**src/rtl/wdog_pkg.sv**
```systemverilog
package wdog_pkg;

    localparam int BUS_W   = 32;
    localparam int ADDR_W  = 8;
    localparam int RATIO_W = 5;
    localparam int NCH     = 2;   // index 0: watchdog, index 1: warning

    localparam logic [ADDR_W-1:0] A_CTRL   = 8'h00;
    localparam logic [ADDR_W-1:0] A_STAT   = 8'h04;
    localparam logic [ADDR_W-1:0] A_WDCNT  = 8'h08;
    localparam logic [ADDR_W-1:0] A_PRECNT = 8'h0C;
    localparam logic [ADDR_W-1:0] A_RSTEN  = 8'h10;
    localparam logic [ADDR_W-1:0] A_MASK   = 8'h14;

    localparam int RATIO_LSB = 8;

    typedef struct packed {
        logic [RATIO_W-1:0] ratio;
        logic               pre_fixed;
        logic               wd_fixed;
        logic               pre_en;
        logic               wd_en;
    } ctrl_t;

    function automatic ctrl_t ctrl_from_word(logic [BUS_W-1:0] w);
        ctrl_t c;
        c.wd_en     = w[0];
        c.pre_en    = w[1];
        c.wd_fixed  = w[2];
        c.pre_fixed = w[3];
        c.ratio     = w[RATIO_LSB +: RATIO_W];
        return c;
    endfunction

    function automatic logic [BUS_W-1:0] ctrl_to_word(ctrl_t c);
        logic [BUS_W-1:0] w;
        w = '0;
        w[0] = c.wd_en;
        w[1] = c.pre_en;
        w[2] = c.wd_fixed;
        w[3] = c.pre_fixed;
        w[RATIO_LSB +: RATIO_W] = c.ratio;
        return w;
    endfunction

    function automatic logic [ADDR_W-1:0] count_addr(int ch);
        return (ch == 0) ? A_WDCNT : A_PRECNT;
    endfunction

endpackage

```
**src/rtl/wdog_prescaler.sv**
```systemverilog
module wdog_prescaler
    import wdog_pkg::*;
(
    input  logic               clk,
    input  logic               rst,
    input  logic [RATIO_W-1:0] ratio,
    output logic               tick
);
    localparam int PW = 2 ** RATIO_W;

    logic [PW-1:0] free_cnt;
    logic [PW-1:0] low_mask;

    always_comb begin
        low_mask = (PW'(1) << ratio) - PW'(1);
        tick     = ((free_cnt & low_mask) == low_mask);
    end

    always_ff @(posedge clk) begin
        if (rst) free_cnt <= '0;
        else     free_cnt <= free_cnt + PW'(1);
    end
endmodule

```
**src/rtl/wdog_downcounter.sv**
```systemverilog
module wdog_downcounter #(
    parameter int W = 32
) (
    input  logic         clk,
    input  logic         rst,
    input  logic         en,
    input  logic         tick,
    input  logic         load,
    input  logic [W-1:0] load_val,
    output logic [W-1:0] count,
    output logic         hit
);
    logic step;

    always_comb begin
        step = en && tick && !load && (count != '0);
        hit  = step && (count == W'(1));
    end

    always_ff @(posedge clk) begin
        if (rst)       count <= '1;
        else if (load) count <= load_val;
        else if (step) count <= count - W'(1);
    end
endmodule

```
**src/rtl/wdog_pretimeout.sv**
```systemverilog
module wdog_pretimeout
    import wdog_pkg::*;
#(
    parameter int CNT_W = 32
) (
    input  logic              clk,
    input  logic              rst,
    input  logic              ref_tick,
    input  logic              bus_sel,
    input  logic              bus_wr,
    input  logic [ADDR_W-1:0] bus_addr,
    input  logic [BUS_W-1:0]  bus_wdata,
    output logic [BUS_W-1:0]  bus_rdata,
    output logic              irq_timeout,
    output logic              irq_pretimeout,
    output logic              rst_req
);
    ctrl_t              ctrl_q;
    logic [NCH-1:0]     stat_q;
    logic               rst_en_q;
    logic               mask_q;
    logic               rst_req_q;
    logic               ptick;
    logic               wr;

    logic [CNT_W-1:0]   cnt   [NCH];
    logic [NCH-1:0]     ch_en;
    logic [NCH-1:0]     ch_fixed;
    logic [NCH-1:0]     ch_tick;
    logic [NCH-1:0]     ch_load;
    logic [NCH-1:0]     ch_hit;

    assign wr = bus_sel && bus_wr;

    wdog_prescaler u_presc (
        .clk   (clk),
        .rst   (rst),
        .ratio (ctrl_q.ratio),
        .tick  (ptick)
    );

    assign ch_en    = {ctrl_q.pre_en, ctrl_q.wd_en};
    assign ch_fixed = {ctrl_q.pre_fixed, ctrl_q.wd_fixed};

    for (genvar g = 0; g < NCH; g++) begin : g_ch
        assign ch_tick[g] = ch_fixed[g] ? ref_tick : ptick;
        assign ch_load[g] = wr && (bus_addr == count_addr(g));

        wdog_downcounter #(.W(CNT_W)) u_cnt (
            .clk      (clk),
            .rst      (rst),
            .en       (ch_en[g]),
            .tick     (ch_tick[g]),
            .load     (ch_load[g]),
            .load_val (bus_wdata[CNT_W-1:0]),
            .count    (cnt[g]),
            .hit      (ch_hit[g])
        );

        // sticky flag: event beats a same-cycle clear
        always_ff @(posedge clk) begin
            if (rst)
                stat_q[g] <= 1'b0;
            else if (ch_hit[g])
                stat_q[g] <= 1'b1;
            else if (wr && bus_addr == A_STAT && !bus_wdata[g])
                stat_q[g] <= 1'b0;
        end
    end

    always_ff @(posedge clk) begin
        if (rst) begin
            ctrl_q    <= '0;
            rst_en_q  <= 1'b0;
            mask_q    <= 1'b1;
            rst_req_q <= 1'b0;
        end else begin
            rst_req_q <= ch_hit[0] && rst_en_q && !mask_q && ctrl_q.wd_en;
            if (wr && bus_addr == A_CTRL)  ctrl_q   <= ctrl_from_word(bus_wdata);
            if (wr && bus_addr == A_RSTEN) rst_en_q <= bus_wdata[0];
            if (wr && bus_addr == A_MASK)  mask_q   <= bus_wdata[0];
        end
    end

    always_comb begin
        bus_rdata = '0;
        if (bus_sel && !bus_wr) begin
            case (bus_addr)
                A_CTRL:   bus_rdata = ctrl_to_word(ctrl_q);
                A_STAT:   bus_rdata = BUS_W'(stat_q);
                A_WDCNT:  bus_rdata = BUS_W'(cnt[0]);
                A_PRECNT: bus_rdata = BUS_W'(cnt[1]);
                A_RSTEN:  bus_rdata = BUS_W'(rst_en_q);
                A_MASK:   bus_rdata = BUS_W'(mask_q);
                default:  bus_rdata = '0;
            endcase
        end
    end

    assign irq_timeout    = stat_q[0];
    assign irq_pretimeout = stat_q[1];
    assign rst_req        = rst_req_q;

endmodule

```
**config.mk**
```make
export PLATFORM = sky130hd
export DESIGN_NAME = wdog_pretimeout
export DESIGN_NICKNAME = d
export VERILOG_FILES = /design/src/rtl/wdog_pkg.sv /design/src/rtl/wdog_prescaler.sv /design/src/rtl/wdog_downcounter.sv /design/src/rtl/wdog_pretimeout.sv
export SDC_FILE = /design/constraint.sdc
export NUM_CORES = 1
export LEC_CHECK = 0
export ABC_CLOCK_PERIOD_IN_PS = 5500
export BUFFER_PORTS_ARGS = -buffer_cell sky130_fd_sc_hd__buf_2
export CAP_MARGIN = 0
export CORE_MARGIN = 2
export CORE_UTILIZATION = 35
export DETAILED_ROUTE_END_ITERATION = 16
export SYNTH_ARGS = -nofsm -noshare
export SYNTH_HDL_FRONTEND = slang
export SYNTH_SLANG_ARGS = --single-unit
```
**constraint.sdc**
```tcl
create_clock -name clk -period 5.5 [get_ports clk]
set_input_delay 1.1 -clock clk [delete_from_list [all_inputs] [get_ports clk]]
set_output_delay 1.1 -clock clk [all_outputs]
set_load 0.005 [all_outputs]
```
==> impl_metrics.py, run 1 <==
metrics = {
    "detailed_routing": {
        "vias": 7523,
        "met1Wirelength_mm": 11.12,
        "wl_met2_mm": 10.54,
        "routed_wl_mm": 24.00,
        "ant_nets": 0,
        "route.met3.wl_mm": 1.810,
        "drt-vias-per-instance": 6.009,
        "first_iter_violations": 780,
        "routedWlPerCell_um": 19.17,
        "drc": 0,
        "dr.pass1.iters": 6,
        "top_layer": "met4",
    },
    "place": {
        "io_buffers": 79,
        "gp_congestion": 0.9111,
        "hpwl_mm": 17.36,
    },
    "timing": {
        "finalSetupTns_ns": 0,
        "slew_headroom_pct": 33.10,
        "setup_violations": 0,
        "period_minus_slack_ns": 4.540,
        "worstMarginPinSlew_ns": 1.004,
        "rsz0062_at_grt": "false",
        "fmax_mhz": 220.3,
        "period_share_pct": 82.54,
        "drv_slew": 0,
        "fin_skew_ns": 0.01224,
        "hold_viol": 0,
    },
    "setup_path": {
        "crit_fanout": 23,
        "timing.rr.end": "g_ch[1].u_cnt.count[8]",
        "critical_path.cell_chain": "nor3_1 > nand2_1 > ha_1 > nand2_1 > nor4_1 > or4_1 > nor4_2 > nand2_1 > o31a_1 > or2_1 > or4_1 > mux2_1",
        "critPathMostFrequentCell": "nand2_1",
        "cp-start-kind": "register",
        "r2r_cells": 12,
        "r2r_setup_slack_ns": 0.96,
        "crit_type": "reg2reg",
        "slowest_delay_ns": 0.54,
        "cp_num_buf_inv": 0,
        "cp_top_family": "simple AND/OR/NAND/NOR gates",
        "cpMaxStageDelayCell": "or4_1",
        "cp.arrival_ns": 4.80,
        "rr_startpoint": "ctrl_q[6]",
        "required_ns": 5.76,
        "end_kind": "register",
    },
    "clock_network": {
        "insertion_delay_ns": 0.37,
        "cts_tree": "done",
        "clk_pin_slew_ns": 0.08,
        "cts_buffers": 9,
        "htreeDepth": 3,
        "clock_sinks": 109,
        "cts_buffer_depth": 2,
        "cts_resized": 0,
        "root_buffer": "clkbuf_16",
        "cts_hold_buffers": 0,
        "post_cts_buffers": 0,
    },
    "floorplanning": {
        "chipHeight_um": 145.6,
        "die_area_um2": 21190,
        "coreArea_um2": 19590,
        "io_pins": 80,
        "std_cell_rows": 51,
        "die_w_um": 145.6,
        "initial_core_util_pct": 35.81,
    },
    "worst_hold_path": {
        "hold_path_end": "rst_req",
        "holdPathStages": 1,
        "hp-class": "reg2reg",
        "worstHoldStart": "mask_q",
    },
    "synth": {
        "synth_cells": 942,
        "ys_seq_area_share_pct": 31.11,
        "synth_edf_count": 0,
        "async_flop_share_pct": 0,
        "synthesis.area_um2": 7014,
        "synth.avg_cell_area_um2": 7.446,
        "synthFlopType": "dfxtp_1",
        "synth_cell_type_count": 69,
        "synth_fp_nets": 993,
        "synth-seq-cells": 109,
        "ys_warn_count": 0,
    },
    "final_layout": {
        "fin_nets": 1033,
        "fillerInstances": 2098,
        "syn2layout_area_growth_pct": 12.99,
        "multi_input_area_um2": 4456,
        "drive_above_1_share_pct": 13.07,
        "diodes": 0,
        "area.sequential_um2": 2182,
        "fin_util_pct": 40.45,
    },
    "job": {
        "maxCapViolCount": 0,
    },
    "global_routing": {
        "antenna_found_initial": 0,
        "grt.overflow.total": 0,
        "grt_pass1_wl_mm": 38.05,
        "grt_max_degree": 63,
        "grt_pass1_vias": 6686,
        "grt_usage_pct": 22.31,
    },
    "power_and_ir_drop": {
        "power.leakage_nw": 2.862,
        "peakVddDrop_mv": 0.1547,
        "power_density_nw_per_um2": 205.1,
    },
    "outcome": {
        "status": "completed",
    },
}
[cell families (layout without fill, tap and decap cells)]
group,Yosys count,in the layout,synth area share (%)
AO/OA/AOI/OAI,248,248,24.37
XOR/XNOR,29,29,3.621
adder cells (fa/ha/maj),6,6,1.070
buffers and inverters,95,140,5.690
flip-flops,109,109,31.11
multiplexers,17,17,2.462
AND/OR/NAND/NOR,438,438,31.68
[final cells by class]
type,count,area share [%]
flip-flops and latches,109,27.53
clock inverters,6,1.216
repair buffers,96,6.631
clock buffers,10,2.889
multi-input cells,738,56.22
inverters,28,1.326
well taps,265,4.184
[where the power goes]
part	internal, W	total [W]	switching (W)
Clock	0.000405	0.000738	0.000333
Combinational	0.0000309	0.0000865	0.0000555
Sequential	0.000793	0.000801	0.00000719
Total	0.00123	0.00163	0.000396
[registers in the layout (all words and copies together), names as in the netlist]
signal,cells
rst_en_q,1
ch_fixed,2
ctrl_q,5
mask_q,1
irq_timeout,1
u_presc.free_cnt,31
ch_en,2
irq_pretimeout,1
g_ch.u_cnt.count,64
rst_req,1
[worst max-delay path by stage]
stage                      from                endpoint  slack [ns]  cells past startpoint
floorplan           bus_addr[1]            bus_rdata[0]        1.80                      5
global placement      ctrl_q[5]  g_ch[1].u_cnt.count[8]        1.14                     12
detailed placement    ctrl_q[6]  g_ch[1].u_cnt.count[8]        1.06                     12
CTS                   ctrl_q[6]  g_ch[1].u_cnt.count[8]        1.05                     12
global route          ctrl_q[6]  g_ch[1].u_cnt.count[8]        0.74                     12
finish                ctrl_q[6]  g_ch[1].u_cnt.count[8]        0.96                     12
[cells in the mapped netlist, types with 3 or more instances]
| library cell | instances | area [µm²] |
|---|---|---|
| a211o_1 | 6 | 52.55 |
| a211oi_1 | 5 | 37.54 |
| a21o_1 | 3 | 22.52 |
| a21oi_1 | 71 | 355.3 |
| a221oi_1 | 11 | 96.34 |
| a222oi_1 | 8 | 80.08 |
| a22oi_1 | 24 | 180.2 |
| a31o_2 | 6 | 52.55 |
| a31oi_1 | 5 | 31.28 |
| and3_1 | 14 | 87.58 |
| and4_1 | 3 | 26.28 |
| buf_1 | 3 | 11.26 |
| buf_2 | 16 | 80.08 |
| clkbuf_1 | 44 | 165.2 |
| dfxtp_1 | 109 | 2182 |
| ha_1 | 6 | 75.07 |
| inv_1 | 27 | 101.4 |
| mux2i_1 | 15 | 150.1 |
| nand2_1 | 74 | 277.8 |
| nand2b_1 | 10 | 62.56 |
| nand3_1 | 50 | 250.2 |
| nand3b_1 | 7 | 52.55 |
| nand4_1 | 21 | 131.4 |
| nand4b_1 | 3 | 26.28 |
| nor2_1 | 117 | 439.2 |
| nor2b_1 | 14 | 87.58 |
| nor3_1 | 42 | 210.2 |
| nor3b_1 | 4 | 30.03 |
| nor4_1 | 21 | 131.4 |
| nor4b_1 | 4 | 35.03 |
| o211ai_1 | 25 | 187.7 |
| o21ai_0 | 33 | 165.2 |
| o221ai_1 | 5 | 43.79 |
| o311ai_0 | 14 | 122.6 |
| o31a_1 | 4 | 35.03 |
| o31ai_1 | 3 | 22.52 |
| o41ai_1 | 4 | 35.03 |
| or2_1 | 3 | 18.77 |
| or3_1 | 33 | 206.5 |
| or4_1 | 8 | 60.06 |
| xnor2_1 | 10 | 87.58 |
| xor2_1 | 19 | 166.4 |
[layer usage]
metal | GRT usage (%) | vias up
li1 | - | 3615
met1 | 32.19 | 3529
met2 | 34.10 | 349
met3 | 3.605 | 30
met4 | 6.863 | 0
met5 | 0 | -
[per-stage QoR]
stage / area, µm² / total power [W] / hold WS (ns) / std cells / setup WS, ns
4_1_cts: 7925 / 0.001634 / 0.4615 / 1252 / 1.050
3_5_place_dp: 7600 / 0.0009043 / 0.4464 / 1236 / 1.065
5_1_grt: 7925 / 0.001671 / 0.4918 / 1252 / 0.7362
6_report: 7925 / 0.001625 / 0.4561 / 1252 / 0.9604
3_3_place_gp: 7600 / 0.0009042 / 0.4459 / 1236 / 1.141
2_1_floorplan: 7014 / 0.0008614 / 0.4182 / 942 / 1.799
[placed cells by master (no fill, tap or decap), types with 18 or more instances in the layout]
| master | netlist | layout |
|---|---|---|
| buf_4 | 2 | 18 |
| o21ai_0 | 33 | 33 |
| dfxtp_1 | 109 | 109 |
| o211ai_1 | 25 | 25 |
| nand2_1 | 74 | 74 |
| inv_1 | 27 | 27 |
| a22oi_1 | 24 | 24 |
| nor2_1 | 117 | 117 |
| nor3_1 | 42 | 40 |
| or3_1 | 33 | 33 |
| a21oi_1 | 71 | 71 |
| buf_2 | 16 | 78 |
| nand3_1 | 50 | 50 |
| nand4_1 | 21 | 21 |
| xor2_1 | 19 | 19 |
| nor4_1 | 21 | 19 |
(Power assumes the default switching activity.)
==> run 2, diff against run 1 <==
--- a/config.mk
+++ b/config.mk
@@ -5,7 +5,7 @@
 export SDC_FILE = /design/constraint.sdc
 export NUM_CORES = 1
 export LEC_CHECK = 0
-export ABC_CLOCK_PERIOD_IN_PS = 5500
+export ABC_CLOCK_PERIOD_IN_PS = 4600
 export BUFFER_PORTS_ARGS = -buffer_cell sky130_fd_sc_hd__buf_2
 export CAP_MARGIN = 0
 export CORE_MARGIN = 2
==> constraint.sdc (replaced) <==
create_clock -name clk -period 4.6 [get_ports clk]
set_input_delay 0.92 -clock clk [delete_from_list [all_inputs] [get_ports clk]]
set_output_delay 0.92 -clock clk [all_outputs]
set_load 0.005 [all_outputs]
==> run 2 against run 1 <==
  * Die area did not move
  * Via count rose by 0.64%
  * Clock skew grew 0.0011 ns
  * Clock power grew 3.1%
  * Count of clock-buffer cells in the layout did not move
  * Global-route usage shrank 0.27 points
  * Hold slack better by 0.0050 ns
  * Final cell count rose by 0.24%
  * Sequential cell count unchanged
  * First-iteration DRC count increased by 3.8%
==> impl_metrics.py, run 2 (synthesized netlist as in run 1, its figures left out) <==
metrics = {
    "clock_network": {
        "htreeDepth": 3,
        "post_cts_buffers": 0,
        "clock_sinks": 109,
        "cts_resized": 0,
        "cts_buffer_depth": 2,
        "root_buffer": "clkbuf_16",
        "clk_pin_slew_ns": 0.08,
        "insertion_delay_ns": 0.36,
        "cts_hold_buffers": 0,
        "cts_buffers": 9,
        "cts_tree": "done",
    },
    "setup_path": {
        "cp_top_family": "simple AND/OR/NAND/NOR gates",
        "cp-start-kind": "register",
        "slowest_delay_ns": 0.54,
        "cp_num_buf_inv": 1,
        "crit_type": "reg2reg",
        "end_kind": "register",
        "required_ns": 4.83,
        "cp.arrival_ns": 4.31,
        "critical_path.cell_chain": "nor2_1 > nand2_1 > ha_1 > nand2_1 > nor4_1 > or4_1 > nor4_2 > nand4_1 > o21ai_1 > buf_4 > a21oi_1 > or3_1 > o311ai_0",
        "critPathMostFrequentCell": "nand2_1",
        "cpMaxStageDelayCell": "or4_1",
        "crit_fanout": 23,
    },
    "timing": {
        "slew_headroom_pct": 35.75,
        "drv_slew": 0,
        "worstMarginPinSlew_ns": 0.9637,
        "fmax_mhz": 244.9,
        "period_minus_slack_ns": 4.084,
        "fin_skew_ns": 0.01333,
        "period_share_pct": 88.78,
        "setup_violations": 0,
        "hold_viol": 0,
        "rsz0062_at_grt": "false",
        "finalSetupTns_ns": 0,
    },
    "detailed_routing": {
        "vias": 7571,
        "routed_wl_mm": 23.73,
        "dr.pass1.iters": 7,
        "first_iter_violations": 810,
        "drt-vias-per-instance": 6.033,
        "ant_nets": 0,
        "routedWlPerCell_um": 18.91,
        "drc": 0,
    },
    "job": {
        "maxCapViolCount": 0,
    },
    "floorplanning": {
        "chipHeight_um": 145.6,
        "die_w_um": 145.6,
        "initial_core_util_pct": 35.81,
        "coreArea_um2": 19590,
        "io_pins": 80,
        "die_area_um2": 21190,
        "std_cell_rows": 51,
    },
    "outcome": {
        "status": "completed",
    },
    "final_layout": {
        "fin_util_pct": 40.31,
        "top_register": "g_ch.u_cnt.count",
        "reg.largest.list": "g_ch.u_cnt.count: 64 flops, u_presc.free_cnt: 31 flops, ctrl_q: 5 flops",
        "final_common_cell": "nor2_1",
        "fin_nets": 1036,
        "diodes": 0,
        "syn2layout_area_growth_pct": 12.59,
        "largest_reg_flops": 64,
        "mostFrequentLayoutCells": "nor2_1, dfxtp_1, buf_2",
        "drive_above_1_share_pct": 13.33,
    },
    "power_and_ir_drop": {
        "power_density_nw_per_um2": 230.7,
        "swShare_pct": 25.45,
        "seq_power_share_pct": 52.6,
        "cellInternalPower_w": 0.001358,
        "power.leakage_nw": 2.852,
        "peakVddDrop_mv": 0.1487,
        "switchingPower_w": 0.0004638,
        "p_comb_share_pct": 5.6,
        "clockPowerShare_pct": 41.8,
    },
    "place": {
        "hpwl_mm": 17.26,
        "gp_congestion": 0.9476,
        "io_buffers": 79,
    },
    "global_routing": {
        "grt_max_degree": 72,
        "antenna_found_initial": 0,
        "grt.overflow.total": 0,
        "grt_usage_pct": 22.04,
        "grt_pass1_vias": 6733,
        "grt_pass1_wl_mm": 37.86,
    },
    "worst_hold_path": {
        "hp-class": "reg2reg",
    },
}
[run 2: changes by cell type in the layout (fill, tap and decap cells not counted), sizes merged]
| cell | change |
|---|---|
| buf | +3 |
| clkinvlp | +1 |
| bufinv | -2 |
| inv | +1 |
[run 2: final timing paths]
path | cells past startpoint | slack, ns | from | end
min reg2reg | 1 | 0.46 | mask_q | rst_req
min | 1 | 0.46 | mask_q | rst_req
max | 13 | 0.52 | ctrl_q[5] | g_ch[0].u_cnt.count[0]
max reg2reg | 13 | 0.52 | ctrl_q[5] | g_ch[0].u_cnt.count[0]
[run 2: stage by stage]
step	setup WS [ns]	instance area (µm²)	std cells	power [W]	hold WS, ns
2_1_floorplan	0.9100	7014	942	0.001030	0.4182
3_3_place_gp	0.7259	7622	1239	0.001082	0.4496
3_5_place_dp	0.6079	7622	1239	0.001082	0.4500
4_1_cts	0.5841	7898	1255	0.001841	0.4664
5_1_grt	0.1839	7898	1255	0.001888	0.4941
6_report	0.5161	7898	1255	0.001822	0.4611
[run 2: power by group through the flow]
stage          Clock [W]  Combinational, W  Sequential [W]
2_1_floorplan          0         0.0000545        0.000975
3_3_place_gp           0          0.000101        0.000981
3_5_place_dp           0          0.000101        0.000981
4_1_cts         0.000781          0.000101        0.000958
5_1_grt         0.000817          0.000111        0.000960
6_report        0.000761          0.000103        0.000958
[run 2: area by class of cell]
type                            count  area, µm²
Multi-Input combinational cell    738       4456
Inverter                           28      105.1
Timing Repair Buffer               99      548.0
Fill cell                        2102      11690
Tap cell                          265      331.6
Clock buffer                       10      229.0
Clock inverter                      6      46.29
Sequential cell                   109       2182
[run 2: metal layers]
| layer | part of all wire, % | up-vias | global-route usage (%) |
|---|---|---|---|
| met4 | 1.8 | 0 | 6.078 |
| met5 | 0 | - | 0 |
| met3 | 8.3 | 31 | 3.229 |
| met2 | 45 | 330 | 34.36 |
| met1 | 45 | 3598 | 31.72 |
| li1 | - | 3612 | - |
==> run 3, diff against run 2 <==
--- a/config.mk
+++ b/config.mk
@@ -11,6 +11,8 @@
 export CORE_MARGIN = 2
 export CORE_UTILIZATION = 35
 export DETAILED_ROUTE_END_ITERATION = 16
+export PLACE_DENSITY = 0.55
+export SETUP_SLACK_MARGIN = 0.4
 export SYNTH_ARGS = -nofsm -noshare
 export SYNTH_HDL_FRONTEND = slang
 export SYNTH_SLANG_ARGS = --single-unit
==> run 3 against run 2 <==
  * Setup slack better by 0.20 ns
  * Combinational power about the same
  * Clock power up 6.3%
  * First-iteration DRC count down 10%
  * Register-to-register slack better by 0.20 ns
  * Critical path depth unchanged
  * Sequential cell count unchanged
  * Sequential share of layout area down 0.17 points
  * Total power up 2.6%
  * Highest routed layer unchanged
==> impl_metrics.py, run 3 (synthesized netlist as in run 1, its figures left out) <==
metrics = {
    "outcome": {
        "status": "completed",
    },
    "clock_network": {
        "root_buffer": "clkbuf_16",
        "post_cts_buffers": 0,
        "cts_buffers": 9,
        "clock_sinks": 109,
        "insertion_delay_ns": 0.37,
        "clk_pin_slew_ns": 0.08,
        "htreeDepth": 3,
        "cts_buffer_depth": 2,
        "cts_tree": "done",
        "cts_resized": 0,
        "cts_hold_buffers": 0,
    },
    "floorplanning": {
        "die_area_um2": 21190,
        "die_w_um": 145.6,
        "io_pins": 80,
        "std_cell_rows": 51,
        "chipHeight_um": 145.6,
        "initial_core_util_pct": 35.81,
        "coreArea_um2": 19590,
    },
    "worst_hold_path": {
        "hp-class": "reg2reg",
    },
    "timing": {
        "period_share_pct": 84.34,
        "fmax_mhz": 257.8,
        "finalSetupTns_ns": 0,
        "setup_violations": 0,
        "rsz0062_at_grt": "true",
        "period_minus_slack_ns": 3.880,
        "fin_skew_ns": 0.01858,
        "drv_slew": 0,
        "hold_viol": 0,
        "slew_headroom_pct": 32.24,
        "worstMarginPinSlew_ns": 1.016,
    },
    "setup_path": {
        "end_kind": "register",
        "crit_fanout": 28,
        "r2r_setup_slack_ns": 0.72,
        "cp-start-kind": "register",
        "cp.arrival_ns": 4.10,
        "required_ns": 4.82,
        "crit_type": "reg2reg",
    },
    "global_routing": {
        "grt_pass1_vias": 6880,
        "grt_max_degree": 57,
        "grt_pass1_wl_mm": 38.54,
        "grt.overflow.total": 0,
        "grt_usage_pct": 22.39,
        "antenna_found_initial": 0,
    },
    "power_and_ir_drop": {
        "cellInternalPower_w": 0.001414,
        "power_density_nw_per_um2": 235.3,
        "power.leakage_nw": 2.880,
        "peakVddDrop_mv": 0.1572,
        "switchingPower_w": 0.0004555,
        "swShare_pct": 24.37,
        "seq_power_share_pct": 51.3,
        "p_comb_share_pct": 5.5,
        "power_w": 0.001869,
        "clockPowerShare_pct": 43.3,
    },
    "detailed_routing": {
        "first_iter_violations": 726,
        "drc": 0,
        "drt-vias-per-instance": 5.979,
        "routed_wl_mm": 23.97,
        "dr.pass1.iters": 7,
        "vias": 7510,
        "ant_nets": 0,
        "routedWlPerCell_um": 19.09,
    },
    "final_layout": {
        "reg.largest.list": "g_ch.u_cnt.count: 64 flops, u_presc.free_cnt: 31 flops, ctrl_q: 5 flops",
        "mostFrequentLayoutCells": "nor2_1, dfxtp_1, buf_2",
        "final_common_cell": "nor2_1",
        "final_area_um2": 7945,
        "finalNonFillerCells": 1256,
        "drive_above_1_share_pct": 13.72,
        "fillerInstances": 2088,
        "top_register": "g_ch.u_cnt.count",
        "fin_nets": 1037,
        "diodes": 0,
        "largest_reg_flops": 64,
        "syn2layout_area_growth_pct": 13.27,
    },
    "place": {
        "io_buffers": 79,
        "place_area_um2": 7630,
        "gp_congestion": 0.8931,
        "hpwl_mm": 17.48,
        "placed_cells": 1240,
    },
    "job": {
        "maxCapViolCount": 0,
    },
}
==> run 3: cell count changes in the layout (fill, tap and decap cells not counted), sizes merged <==
cell,previous run,this run
buf,99,100
clkinvlp,2,1
bufinv,0,1
==> run 3: metal layers <==
metal / wire (µm) / vias up / track usage (%)
li1: - / 3614 / -
met1: 11420 / 3543 / 32.69
met2: 10690 / 325 / 34.45
met3: 1457 / 28 / 2.790
met4: 394 / 0 / 6.716
met5: 0 / - / 0
==> run 3: power by group through the flow <==
stage,Sequential (W),Clock [W],Combinational [W]
after floorplan,0.000975,0,0.0000545
after global placement,0.000980,0,0.000102
after detailed placement,0.000981,0,0.000101
after CTS,0.000958,0.000832,0.000101
after global routing,0.000960,0.000869,0.000111
final,0.000959,0.000809,0.000102
==> run 3: worst paths after layout <==
path	start	endpoint	depth (start not counted)
worst max-delay path	ctrl_q[6]	g_ch[1].u_cnt.count[21]	13
worst min-delay path	mask_q	rst_req	1
worst max register to register	ctrl_q[6]	g_ch[1].u_cnt.count[21]	13
worst min register to register	mask_q	rst_req	1
==> run 3: through the flow <==
stage / utilization [%] / hold slack (ns) / worst slack (ns)
global route: 40.56 / 0.4873 / 0.4288
floorplan: - / 0.4182 / 0.9100
CTS: 40.47 / 0.4651 / 0.6024
finish: 40.56 / 0.4617 / 0.7205
detailed placement: 38.95 / 0.4553 / 0.6166
global placement: 38.95 / 0.4510 / 0.6944
==> run 3: layout make-up <==
cell class | count | area [µm²] | area share (%)
Multi-Input combinational cell | 738 | 4473 | 56.30
Sequential cell | 109 | 2182 | 27.46
Timing Repair Buffer | 100 | 555.5 | 6.992
Tap cell | 265 | 331.6 | 4.173
Clock buffer | 10 | 229.0 | 2.882
Inverter | 28 | 105.1 | 1.323
Clock inverter | 6 | 68.82 | 0.8661
==> run 3: critical path: stages, from the launching register on <==
cell and delay [ns]:
dfxtp_1 0.31, nor3_1 0.30, nand2_1 0.12, ha_1 0.36, nand2_2 0.20, nor4_1 0.07, or4_1 0.56, nor4_4 0.35
nand2_1 0.09, o31a_1 0.36, or2_1 0.26, buf_4 0.23, o311ai_0 0.35, o311ai_0 0.18
